$ cat src/rtl/smux_pkg.sv
package smux_pkg;

    typedef enum logic [0:0] {
        SEL_MISS = 1'b0,
        SEL_HIT  = 1'b1
    } sel_hit_e;

    function automatic int unsigned flat_index(input int unsigned bank,
                                               input int unsigned word,
                                               input int unsigned nwords);
        return bank * nwords + word;
    endfunction

endpackage

$ cat src/rtl/smux_sel_decode.sv
module smux_sel_decode #(
    parameter int unsigned SEL_W      = 3,
    parameter int unsigned NUM_BANKS  = 4,
    parameter logic [NUM_BANKS*SEL_W-1:0] BANK_CODES = '0
) (
    input  logic [SEL_W-1:0]     sel_i,
    output logic [NUM_BANKS-1:0] hit_o,
    output logic                 hit_any_o
);
    for (genvar b = 0; b < NUM_BANKS; b++) begin : g_cmp
        assign hit_o[b] = (sel_i == BANK_CODES[b*SEL_W +: SEL_W]);
    end

    assign hit_any_o = |hit_o;
endmodule

$ cat src/rtl/smux_rd_mux.sv
module smux_rd_mux #(
    parameter int unsigned NUM_BANKS = 4,
    parameter int unsigned BANK_W    = 32
) (
    input  logic [NUM_BANKS-1:0]        hit_i,
    input  logic [NUM_BANKS*BANK_W-1:0] banks_i,
    output logic [BANK_W-1:0]           data_o
);
    always_comb begin
        data_o = '0;
        for (int b = 0; b < NUM_BANKS; b++) begin
            data_o = data_o | (banks_i[b*BANK_W +: BANK_W] & {BANK_W{hit_i[b]}});
        end
    end
endmodule

$ cat src/rtl/smux_wr_steer.sv
module smux_wr_steer #(
    parameter int unsigned NUM_BANKS = 4,
    parameter int unsigned NUM_WORDS = 2
) (
    input  logic [NUM_BANKS-1:0]           hit_i,
    input  logic [NUM_WORDS-1:0]           wr_i,
    output logic [NUM_BANKS*NUM_WORDS-1:0] strb_o
);
    for (genvar b = 0; b < NUM_BANKS; b++) begin : g_bank
        for (genvar w = 0; w < NUM_WORDS; w++) begin : g_word
            assign strb_o[smux_pkg::flat_index(b, w, NUM_WORDS)] = hit_i[b] & wr_i[w];
        end
    end
endmodule

$ cat src/rtl/selmux_regbank.sv
module selmux_regbank #(
    parameter int unsigned CTRL_W    = 16,
    parameter int unsigned SEL_LSB   = 4,
    parameter int unsigned SEL_W     = 3,
    parameter int unsigned NUM_BANKS = 4,
    parameter int unsigned NUM_WORDS = 2,
    parameter int unsigned WORD_W    = 16,
    parameter logic [NUM_BANKS*SEL_W-1:0] BANK_CODES = {3'd6, 3'd5, 3'd3, 3'd0}
) (
    input  logic                                  clk,
    input  logic                                  rst_n,
    input  logic [CTRL_W-1:0]                     ctrl_reg_i,
    input  logic [NUM_BANKS*NUM_WORDS*WORD_W-1:0] bank_data_i,
    input  logic [NUM_WORDS-1:0]                  wr_strobe_i,
    output logic [NUM_WORDS*WORD_W-1:0]           rd_data_o,
    output logic                                  rd_valid_o,
    output logic [NUM_BANKS*NUM_WORDS-1:0]        bank_wr_strobe_o
);
    localparam int unsigned BankW = NUM_WORDS * WORD_W;
    localparam int unsigned StrbW = NUM_BANKS * NUM_WORDS;

    function automatic bit codes_unique();
        for (int i = 0; i < NUM_BANKS; i++) begin
            for (int j = i + 1; j < NUM_BANKS; j++) begin
                if (BANK_CODES[i*SEL_W +: SEL_W] == BANK_CODES[j*SEL_W +: SEL_W]) begin
                    return 1'b0;
                end
            end
        end
        return 1'b1;
    endfunction

    localparam bit CodesOk = codes_unique();

    if (!CodesOk) begin : g_bad_table
        $error("selmux_regbank: BANK_CODES holds a repeated code");
    end

    typedef struct packed {
        logic [BankW-1:0] rd_data;
        smux_pkg::sel_hit_e rd_valid;
        logic [StrbW-1:0] strb;
    } state_t;

    state_t state_d, state_q;

    logic [SEL_W-1:0]     sel;
    logic [NUM_BANKS-1:0] hit;
    logic                 hit_any;
    logic [BankW-1:0]     mux_data;
    logic [StrbW-1:0]     steer_strb;

    assign sel = ctrl_reg_i[SEL_LSB +: SEL_W];

    smux_sel_decode #(
        .SEL_W(SEL_W), .NUM_BANKS(NUM_BANKS), .BANK_CODES(BANK_CODES)
    ) u_dec (
        .sel_i(sel), .hit_o(hit), .hit_any_o(hit_any)
    );

    smux_rd_mux #(
        .NUM_BANKS(NUM_BANKS), .BANK_W(BankW)
    ) u_rd (
        .hit_i(hit), .banks_i(bank_data_i), .data_o(mux_data)
    );

    smux_wr_steer #(
        .NUM_BANKS(NUM_BANKS), .NUM_WORDS(NUM_WORDS)
    ) u_wr (
        .hit_i(hit), .wr_i(wr_strobe_i), .strb_o(steer_strb)
    );

    always_comb begin
        state_d          = state_q;
        state_d.rd_valid = hit_any ? smux_pkg::SEL_HIT : smux_pkg::SEL_MISS;
        state_d.rd_data  = hit_any ? mux_data : '0;
        state_d.strb     = hit_any ? steer_strb : '0;
    end

    always_ff @(posedge clk or negedge rst_n) begin
        if (!rst_n) begin
            state_q <= '0;
        end else begin
            state_q <= state_d;
        end
    end

    assign rd_data_o        = state_q.rd_data;
    assign rd_valid_o       = (state_q.rd_valid == smux_pkg::SEL_HIT);
    assign bank_wr_strobe_o = state_q.strb;
endmodule

$ cat config.mk
export PLATFORM = sky130hd
export DESIGN_NAME = selmux_regbank
export DESIGN_NICKNAME = d
export VERILOG_FILES = /design/src/rtl/smux_pkg.sv /design/src/rtl/smux_sel_decode.sv /design/src/rtl/smux_rd_mux.sv /design/src/rtl/smux_wr_steer.sv /design/src/rtl/selmux_regbank.sv
export SDC_FILE = /design/constraint.sdc
export NUM_CORES = 1
export LEC_CHECK = 0
export BUFFER_PORTS_ARGS = -buffer_cell sky130_fd_sc_hd__clkbuf_2
export CORE_AREA = 2 2 71 100
export CTS_CLUSTER_DIAMETER = 80
export DETAILED_ROUTE_END_ITERATION = 16
export DIE_AREA = 0 0 73 102
export GPL_TIMING_DRIVEN = 0
export PLACE_DENSITY = 0.74
export SYNTH_ARGS = -nofsm -noshare
export SYNTH_HDL_FRONTEND = slang
export SYNTH_SLANG_ARGS = --single-unit
export TNS_END_PERCENT = 10
$ cat constraint.sdc
create_clock -name clk -period 0.8 [get_ports clk]
set_input_delay 0.16 -clock clk [delete_from_list [all_inputs] [get_ports clk]]
set_output_delay 0.16 -clock clk [all_outputs]
set_load 0.005 [all_outputs]
==> results_dict.tcl, run 1 <==
set metrics [dict create \
    ys_ff_latch 41 \
    drive_gt1_share_pct 74.8 \
    drc 0 \
    multiInputGateArea_um2 1140 \
    die_area_um2 7450 \
    grt_pass1_wl_um 11300 \
    antenna_found_initial 0 \
    clk_pin_slew_ns 0.08 \
    first_pass_iters 4 \
    gr-usage-all-layers_pct 20.0 \
    irDropWorstVdd_v 0.000778 \
    root_buffer "clkbuf_8" \
    cp_num_buf_inv 1 \
    fin_ws_ns -0.136 \
    status "finished with violations" \
    dp.cells 423 \
    synth_nets 323 \
    dr_total_vias 2328 \
    synth_area_leaders "dfrtp_1 47%, a221oi_2 19%, a22oi_1 11%" \
    p_total_mw 5.43 \
    cts_tree "done" \
    place_congestion 0.891 \
    cts_buffers 5 \
    critical_path.startpoint_type "flop" \
    synth_seq_area_share_pct 47.5 \
    violations "negative setup slack" \
    netlist_area_um2 2160 \
    cp_data_arrival_time_ns 0.78 \
    drtIter0Drc 55 \
    layoutNonFillerInstCount 435 \
    routed_wl_um 7600 \
    wire_per_inst_um 17.5 \
    holdWs_ns 0.0117 \
    worst_pin_slew_ns 0.940 \
    io_buffers 174 \
    p_leak_nw 1.80 \
    cp_top_family "flip-flops" \
    grt_overflow 0 \
    num_antenna_cells 0 \
    start_util_pct 33.1 \
    finalCoreUtilization_pct 55.2 \
    powerDensity_nw_per_um2 1510 \
    grt_max_degree 42 \
    path_max_fanout 1 \
    hpwl_um 5500 \
    netlist_instances 175 \
    critical-path-max-stage-delay_ns 0.37 \
    maxCapViolations 0 \
    ant_nets 0 \
    clock_path_buffers 2 \
    yosys.area.top_type "dfrtp_1" \
    min_period_ns 0.936 \
    ys_types 19 \
    critPathLaunch "rd_data_o[19]" \
    end_kind "output pin" \
    timing.final.crit_share_pct 117 \
    finalHoldViolations 0 \
    vias_per_cell 5.35 \
    dieHeight_um 102 \
    placementRows 35 \
    yosysWarnings 0 \
    syn_avg_cell_area_um2 12.3 \
    core_um2 6530 \
    grt_pass1_vias 2298 \
    nets 508 \
    rsz0062_at_grt "yes" \
    crit_chain "clkbuf_2" \
    post-place-ws_ns -0.481 \
    fmax_mhz 1070 \
    timing.setup.critical_path_class "reg -> out" \
    hold_path.class "in -> async" \
    ios 189 \
    cts.hold.buffers_added 0 \
    htree_levels 2 \
    nFillCells 572 \
    chipWidth_um 73 \
    ff_latch_area_um2 1030 \
    slowest_stage "dfrtp_1" \
    cts.sinks 41 \
    slew_headroom_pct 37.3 \
    synth_top_area_share_pct 47.5 \
    slew_violations 0 \
    required_ns 0.64 \
    setup_viol_count_final 60 \
    syn2layout_area_growth_pct 66.8 \
]
## where the power goes
part / total (mW) / internal [mW] / switching (mW)
logic: 1.44 / 0.746 / 0.692
clock network: 1.72 / 1.02 / 0.706
registers: 2.27 / 2.23 / 0.0408
total: 5.43 / 3.99 / 1.44
## per-stage QoR
stage,TNS (ns),cell area (µm²)
finish,-5.41,3600
global route,-7.85,3600
CTS,-6.01,3550
detailed placement,-25.73,3130
global placement,-24.29,3130
floorplan,-5.28,2170
## sequential cells by signal (all words and copies together) (netlist names)
signal	flops
rd_data_o	32
bank_wr_strobe_o	8
rd_valid_o	1
## cells in the mapped netlist (all sizes together)
library cell and count:
a22oi 32, a21oi 32, o21ai 1, and2 1, a221oi 32, buf 19, dfrtp 41, and3b 2
nor2b 2, nor4b 2, nand2 1, nor2 1, or3 1, clkbuf 4, and3 4
## what timing repair did
item	4_1_cts	5_1_grt
buffers inserted	3	0
setup endpoints to repair	72	115
resized for setup	47	14
gates cloned	2	0
pin swaps	32	13
## final timing paths
kind                                        to  slack, ns  cells after the start
setup / recovery                 rd_data_o[19]      -0.14                      1
hold / removal                    rd_data_o[5]       0.01                      1
max in group asynchronous        rd_data_o[21]       0.20                      1
min in group clk           bank_wr_strobe_o[1]       0.07                      2
## layer usage
layer	GRT usage (%)	vias up	share of wire, %	wire length [µm]
li1	-	1078	-	-
met1	22.1	1128	38	2850
met2	37.1	107	55	4210
met3	3.45	15	5.1	385
met4	7.69	0	2.0	154
met5	0	-	0	0
## logic make-up after synthesis
| kind of cell | count (synthesis) | synth area share (%) |
|---|---|---|
| AND/OR/NAND/NOR | 14 | 4.28 |
| flip-flops | 41 | 47.5 |
| AO/OA/AOI/OAI | 97 | 39.8 |
| buffers and inverters | 23 | 8.40 |
## area by class of cell
class / count / area share, %
multi-input cells: 111 / 31.7
clock inverters: 1 / 0.833
flip-flops and latches: 41 / 28.5
plain buffers: 22 / 6.32
clock buffers: 7 / 2.40
repair buffers: 179 / 27.7
well taps: 74 / 2.57
## layout by cell type (no fill, tap or decap), types with 2 or more instances in the layout
| master | instances |
|---|---|
| clkbuf_2 | 173 |
| dfrtp_1 | 41 |
| a221oi_2 | 29 |
| a22oi_2 | 28 |
| a21oi_1 | 28 |
| buf_6 | 9 |
| clkbuf_8 | 7 |
| buf_2 | 5 |
| buf_8 | 4 |
| and3_1 | 4 |
| a22oi_1 | 4 |
| a21oi_2 | 4 |
| clkbuf_1 | 3 |
| buf_12 | 3 |
| nor2b_1 | 2 |
| and3b_1 | 2 |
| nor4b_1 | 2 |
| a221oi_1 | 2 |
No activity file was read; power rests on OpenSTA's default activity.
==> inputs of run 2 (changes only) <==
==> constraint.sdc (replaced) <==
create_clock -name clk -period 0.8 [get_ports clk]
set_input_delay 0.08 -clock clk [delete_from_list [all_inputs] [get_ports clk]]
set_output_delay 0.08 -clock clk [all_outputs]
set_load 0.005 [all_outputs]
==> run 2 against run 1 <==
The flow finishes with violations (negative hold slack, negative setup slack); sequential share of layout area up 1.7 points; sequential power barely moved; fmax increased by 9.4%; final area decreased by 5.5%; first-iteration DRC count rose by 80%; critical path depth stayed put; global-route usage decreased by 0.57 points; setup slack better by 0.081 ns.
==> results_dict.tcl, run 2 (synthesis gave the netlist of run 1 again) <==
set metrics [dict create \
    cp_top_family "flip-flops" \
    slew_headroom_pct 37.4 \
    timing.final.crit_share_pct 107 \
    die_area_um2 7450 \
    multiInputGateArea_um2 1050 \
    grt_pass1_vias 2218 \
    hpwl_um 5500 \
    rsz0062_at_grt "yes" \
    path_max_fanout 1 \
    violations "negative hold slack, negative setup slack" \
    grt_overflow 0 \
    p_int_mw 3.92 \
    io_buffers 174 \
    core_um2 6530 \
    required_ns 0.72 \
    wire_per_inst_um 17.1 \
    fin_ws_ns -0.0550 \
    status "finished with violations" \
    hold_path.class "in -> async" \
    design_area_um2 3410 \
    worst_pin_slew_ns 0.939 \
    clock_path_buffers 2 \
    drc 0 \
    drtIter0Drc 99 \
    largest_register_ffs 32 \
    slowest_stage "dfrtp_1" \
    pwr-share-seq_pct 42.8 \
    ios 189 \
    maxCapViolations 0 \
    share_comb_of_total_power_pct 24.9 \
    layoutNonFillerInstCount 431 \
    dp.cells 423 \
    post-place-ws_ns -0.401 \
    nFillCells 592 \
    grt_pass1_wl_um 10900 \
    placementRows 35 \
    setup_viol_count_final 41 \
    holdWs_ns -0.0714 \
    critical_path.startpoint_type "flop" \
    cts_buffers 5 \
    ant_nets 0 \
    clkPwrFrac_pct 32.3 \
    finalHoldViolations 41 \
    syn2layout_area_growth_pct 57.6 \
    cts.sinks 41 \
    p_leak_nw 1.73 \
    finalCoreUtilization_pct 52.2 \
    cts_tree "done" \
    p_total_mw 5.30 \
    vias_per_cell 5.32 \
    final_cell_mix "171 x clkbuf_2, 41 x dfrtp_1, 31 x a21oi_1" \
    layout_commonest_cell "clkbuf_2" \
    switchingPower_mw 1.38 \
    root_buffer "clkbuf_8" \
    slew_violations 0 \
    num_antenna_cells 0 \
    crit_chain "clkbuf_2" \
    chipWidth_um 73 \
    cts_setup_buffers 0 \
    dpl-instance-area_um2 3130 \
    antenna_found_initial 0 \
    dieHeight_um 102 \
    switching_share_pct 26.1 \
    place_congestion 0.891 \
    fmax_mhz 1170 \
    htree_levels 2 \
    tns_ns -1.59 \
    powerDensity_nw_per_um2 1560 \
    routed_wl_um 7380 \
    start_util_pct 33.1 \
    first_pass_iters 4 \
    ff_latch_area_um2 1030 \
    grt_max_degree 42 \
    min_period_ns 0.855 \
    nets 504 \
    critical-path-max-stage-delay_ns 0.37 \
    gr-usage-all-layers_pct 19.4 \
    cp_num_buf_inv 1 \
    irDropWorstVdd_v 0.000752 \
    timing.setup.critical_path_class "reg -> out" \
    drive_gt1_share_pct 68.9 \
    clk_pin_slew_ns 0.08 \
    dr_total_vias 2295 \
    end_kind "output pin" \
    cp_data_arrival_time_ns 0.77 \
]
-- run 2: cell types whose count changed in the layout (fill, tap and decap cells not counted), moves of 3 or more --
cell     before  now
a22oi_1       4   18
a21oi_2       4    1
a21oi_1      28   31
buf_6         9    6
a22oi_2      28   14
-- run 2: how the worst max path moves through the flow --
stage	end	cells past startpoint	from
after floorplan	rd_data_o[10]	5	ctrl_reg_i[4]
after global placement	rd_data_o[22]	5	ctrl_reg_i[5]
after detailed placement	rd_data_o[22]	5	ctrl_reg_i[5]
after CTS	rd_data_o[16]	1	rd_data_o[16]
after global routing	rd_data_o[6]	1	rd_data_o[6]
final	rd_data_o[1]	1	rd_data_o[1]
-- run 2: layout make-up --
type                            instances  share of cell area (%)
Buffer                                 22                    6.17
Clock buffer                            7                    2.53
Clock inverter                          1                   0.882
Multi-Input combinational cell        111                    30.9
Sequential cell                        41                    30.1
Tap cell                               74                    2.72
Timing Repair Buffer                  175                    26.7
-- run 2: timing repair --
action / in CTS / in global routing
cloned: 1 / 0
gates resized for setup: 9 / 23
hold endpoints to repair: 39 / 2
setup endpoints to repair: 71 / 108
pin swaps: 3 / 1
-- run 2: power by group through the flow --
stage	clock (mW)	combinational, mW	sequential (mW)
floorplan	0	0.505	2.34
global placement	0	1.20	2.31
detailed placement	0	1.23	2.31
CTS	1.77	1.26	2.27
global route	1.83	1.44	2.28
finish	1.71	1.32	2.27
-- run 2: per-layer routing --
metal / track usage (%) / share of wire (%)
met1: 21.5 / 38
met2: 36.3 / 55
met4: 7.12 / 1.7
met5: 0 / 0
met3: 3.25 / 5.6
